[src/rtl/sensor_reg_bank.sv]
module sensor_reg_bank #(
  parameter logic [15:0] CAP_VAL = 16'h0077,
  parameter logic [15:0] MFG_VAL = 16'h1B09,
  parameter logic [15:0] DEV_VAL = 16'h2201
) (
  input  logic        clk,
  input  logic        rst_n,
  input  logic        wr_en,
  input  logic [2:0]  wr_addr,
  input  logic [15:0] wr_data,
  input  logic [2:0]  rd_addr,
  output logic [15:0] rd_data,
  input  logic [12:0] smp_in,
  input  logic        smp_vld,
  input  logic [2:0]  trip_in,
  input  logic        evt_sts,
  output logic [1:0]  hyst,
  output logic        shdn,
  output logic        crit_lock,
  output logic        alarm_lock,
  output logic        crit_only,
  output logic        evt_en,
  output logic        evt_pol,
  output logic        evt_mode,
  output logic [15:0] hi_lim,
  output logic [15:0] lo_lim,
  output logic [15:0] crit_lim,
  output logic        lim_chg,
  output logic        clr_evt
);
  localparam logic [15:0] LIM_MASK = 16'h1FFC;

  logic [12:0] smp_q;

  wire any_lock = crit_lock | alarm_lock;
  wire wr_cfg = wr_en && (wr_addr == 3'd1);
  wire wr_hi  = wr_en && (wr_addr == 3'd2) && !alarm_lock;
  wire wr_lo  = wr_en && (wr_addr == 3'd3) && !alarm_lock;
  wire wr_cr  = wr_en && (wr_addr == 3'd4) && !crit_lock;

  always_ff @(posedge clk) begin
    if (!rst_n) begin
      hi_lim <= '0; lo_lim <= '0; crit_lim <= '0; smp_q <= '0;
      hyst <= '0; shdn <= 1'b0; crit_lock <= 1'b0; alarm_lock <= 1'b0;
      crit_only <= 1'b0; evt_en <= 1'b0; evt_pol <= 1'b0; evt_mode <= 1'b0;
      lim_chg <= 1'b0; clr_evt <= 1'b0;
    end else begin
      lim_chg <= wr_hi | wr_lo | wr_cr;
      clr_evt <= wr_cfg & wr_data[5];
      if (wr_hi) hi_lim   <= wr_data & LIM_MASK;
      if (wr_lo) lo_lim   <= wr_data & LIM_MASK;
      if (wr_cr) crit_lim <= wr_data & LIM_MASK;
      if (smp_vld && !shdn) smp_q <= smp_in;
      if (wr_cfg) begin
        crit_lock  <= crit_lock  | wr_data[7];
        alarm_lock <= alarm_lock | wr_data[6];
        if (!any_lock) begin
          hyst     <= wr_data[10:9];
          evt_en   <= wr_data[3];
          evt_pol  <= wr_data[1];
          evt_mode <= wr_data[0];
        end
        crit_only <= alarm_lock ? (crit_only & wr_data[2]) : wr_data[2];
        shdn      <= any_lock   ? (shdn & wr_data[8])      : wr_data[8];
      end
    end
  end

  wire [15:0] cfg_rd = {5'b0, hyst, shdn, crit_lock, alarm_lock, 1'b0,
                        evt_sts, evt_en, crit_only, evt_pol, evt_mode};

  always_comb begin
    case (rd_addr)
      3'd0:    rd_data = CAP_VAL;
      3'd1:    rd_data = cfg_rd;
      3'd2:    rd_data = hi_lim;
      3'd3:    rd_data = lo_lim;
      3'd4:    rd_data = crit_lim;
      3'd5:    rd_data = {trip_in, smp_q};
      3'd6:    rd_data = MFG_VAL;
      default: rd_data = DEV_VAL;
    endcase
  end
endmodule


[config.mk]
export PLATFORM = sky130hd
export DESIGN_NAME = sensor_reg_bank
export DESIGN_NICKNAME = d
export VERILOG_FILES = /design/src/rtl/sensor_reg_bank.sv
export SDC_FILE = /design/constraint.sdc
export NUM_CORES = 1
export LEC_CHECK = 0
export BUFFER_PORTS_ARGS = -buffer_cell sky130_fd_sc_hd__buf_2
export CORE_UTILIZATION = 49
export CTS_BUF_LIST = sky130_fd_sc_hd__clkbuf_8
export CTS_CLUSTER_DIAMETER = 100
export DETAILED_ROUTE_END_ITERATION = 8
export PLACE_DENSITY = 0.84
export SETUP_SLACK_MARGIN = 0.4
export SLEW_MARGIN = 20
export SYNTH_ARGS = -nofsm -noshare
export SYNTH_HDL_FRONTEND = slang
export SYNTH_SLANG_ARGS = --single-unit
[constraint.sdc]
create_clock -name clk -period 1.8 [get_ports clk]
set_input_delay 0.36 -clock clk [delete_from_list [all_inputs] [get_ports clk]]
set_output_delay 0.36 -clock clk [all_outputs]
set_load 0.02 [all_outputs]
==> metrics.md <==
| Metric | Value |
|---|---|
| Status | `finished, violations left` |
| Failing checks | `negative setup slack` |
| Most used DFF post-synth | `dfxtp_1` |
| DRC | `0` |
| Root Driver | `clkbuf_8` |
| Cell Pwr Density | `736 nW/um^2` |
| Largest area contributor in the netlist | `dfxtp_1` |
| Reg-to-reg endpoint | `hi_lim[12]` |
| Routed wire per std cell | `24.3 um` |
| Multi-input gate area | `1810 um^2` |
| Clk Latency, worst-skew pair | `0.35 ns` |
| Port Buffers | `99` |
| Worst path cell trace | `mux2_4 -> a22oi_2 -> o22ai_2 -> buf_6` |
| Final ANT Viol Nets | `0` |
| Ys Warns | `0` |
| Slew HR | `0.488` |
| Largest net degree at the start of global routing | `29` |
| # diodes | `0` |
| Worst Skew | `0.0115 ns` |
| Fillers | `299` |
| CP Capture Type | `output port` |
| Max Cap Viol | `0` |
| Commonest cells post-synth | `dfxtp_1, a21oi_1, nand2_1, nand3_1, o21ai_0` |
| FFs w/ async S/R, synth | `0` |
| Most frequent cell after synthesis | `dfxtp_1` |
| Hold crit path type | `in -> reg` |
| Final worst-path cycle share | `1.05` |
| Reg2reg start | `alarm_lock` |
| Pre-Repair DR Iteration Count | `6` |
| Final worst setup slack | `-0.0944 ns` |
| Die Area | `6030 um^2` |
| Final Max Slew Viols | `0` |
| Area grow syn2layout | `58.6%` |
| Maximum vdd drop | `0.535 mV` |
| Achievable Freq | `528 MHz` |
| Hold Crit Start | `smp_in[0]` |
| Register area | `1170 um^2` |
| Routed vias | `3881` |
| Leakage dissipation | `1.92 nW` |
| Overflow after GRT | `0` |
| Post-synth EDFFs | `0` |
| Hold_ws | `0.255 ns` |
| H-tree levels | `3` |
| Internal reg-to-reg setup slack | `0.27 ns` |
| Cells after Synth | `353` |
| Unique masters post-synth | `38` |
| CTS Sinks | `57` |
| Final setup fails | `5` |
| Post-Syn Area | `2800 um^2` |
| Total Wirelength | `13600 um` |
| Top cells by area, synth | `dfxtp_1, a21oi_1, nand3_1, nand2_1, o21ai_0` |
| Register-to-Register Path Depth | `5` |
| RePlAce Congestion | `0.932` |
| Synth Register Bits | `57` |
| First-pass GRT wire length | `17900 um` |
| Initial antenna violation count | `0` |
| Num ports | `118` |
| RSZ-0062 raised after global routing | `yes` |
| Synth top area share | `0.407` |
| Fraction of layout cells with a size suffix above 1 | `0.518` |
| Total negative slack | `-0.278 ns` |
| DPL Wire Length | `6680 um` |
| Crit. Startpoint | `hi_lim[10]` |
| Chip Height | `77.6 um` |
| Average cell area after synthesis | `7.94 um^2` |
| Max clock buf depth | `2` |
| Clock-pin slew on the worst setup and hold paths | `0.07 ns` |
| Vias in the first global route | `3374` |
| Core Area | `5510 um^2` |
| Final Util | `0.808` |
| Final critical-path required period | `1.89 ns` |
| Design area | `4450 um^2` |
| Row cnt | `27` |
| DR iter-0 viols | `599` |
| Hold path depth | `3` |
| Worst path arrival time | `1.53 ns` |
| Post-CTS Hold Fix Bufs | `0` |
| Max incr delay on CP | `0.34 ns` |
| Kind of critical path | `reg -> out` |
| DP Area | `3550 um^2` |
| Total CTS buffers | `9` |
| Critical path required time | `1.44 ns` |
| Setup crit start kind | `register` |
| Hold path endpoint | `smp_q[0]` |
| Effective utilization at floorplan | `0.509` |
| Sequential area share after synthesis | `0.407` |
| Global Route Usage Sum | `0.394` |
| # nets final | `527` |
| Die W | `77.6 um` |
| Worst-path fanout max | `3` |
| Via/cell ratio | `6.93` |
| CTS tree | `done` |
| Critical path's slowest cell | `dfxtp_2` |
| Final hold violations | `0` |
| Worst-Margin Slew | `0.768 ns` |
worst max-delay path by stage:
stage / end / slack, ns
2_1_floorplan: rd_data[8] / 0.25
3_3_place_gp: rd_data[4] / -0.04
3_5_place_dp: rd_data[4] / -0.05
4_1_cts: rd_data[4] / -0.02
5_1_grt: rd_data[10] / -0.12
6_report: rd_data[10] / -0.09
metal layers:
metal / track usage / vias up / wire length, um
met3: 0.0976 / 166 / 1790
met2: 0.640 / 446 / 6090
met1: 0.456 / 1772 / 4340
met5: 0 / - / 0
met4: 0.268 / 0 / 1370
li1: - / 1497 / -
worst max-delay path, delay by kind of cell (launching register included):
| family | cells | cell delay, ns |
|---|---|---|
| AO/OA/AOI/OAI | 2 | 0.44 |
| flip-flops | 1 | 0.34 |
| multiplexers | 1 | 0.27 |
| buffers and inverters | 1 | 0.15 |
where the power goes:
group | total, mW | internal (mW) | switching, mW
clock | 1.25 | 0.698 | 0.549
combinational | 0.686 | 0.280 | 0.406
sequential | 1.34 | 1.30 | 0.0387
through the flow:
step	total power, mW	setup slack (ns)	cells
3_3_place_gp	1.84	-0.0443	519
6_report	3.27	-0.0944	560
5_1_grt	3.34	-0.122	560
4_1_cts	3.14	-0.0232	550
2_1_floorplan	1.70	0.249	367
3_5_place_dp	1.85	-0.0488	519
state kept, by name (all words and copies together) (netlist names):
name	flops
alarm_lock	1
clr_evt	1
crit_lim	11
crit_lock	1
crit_only	1
evt_en	1
evt_mode	1
evt_pol	1
hi_lim	11
hyst	2
lim_chg	1
lo_lim	11
shdn	1
smp_q	13
final cells by class:
cell class,count,share of cell area
Clock inverter,4,0.00985
Tap cell,72,0.0203
Clock buffer,11,0.0340
Multi-Input combinational cell,258,0.406
Inverter,7,0.00957
Timing Repair Buffer,151,0.256
Sequential cell,57,0.264
what timing repair did:
item | CTS | global route
endpoints found under the hold margin | 0 | 0
setup endpoints to repair | 17 | 45
resized for setup | 97 | 42
buffers inserted | 15 | 8
pin swaps | 16 | 15
cloned | 1 | 2
cell families (layout without fill, tap and decap cells):
group | count (synthesis) | count (layout) | share of synthesized area
AO/OA/AOI/OAI | 122 | 122 | 0.246
buffers and inverters | 53 | 173 | 0.0955
flip-flops | 57 | 57 | 0.407
multiplexers | 15 | 15 | 0.0558
other | 1 | 15 | 0.00134
AND/OR/NAND/NOR | 105 | 106 | 0.194
layout by cell type (no fill, tap or decap), types with 19 or more instances in the layout:
master / n
o21ai_0: 21
buf_2: 80
buf_4: 35
a21oi_1: 46
dfxtp_2: 19
nand3_1: 30
buf_6: 27
dfxtp_1: 36
nand2_1: 39
Power figures use the tool's default switching activity.
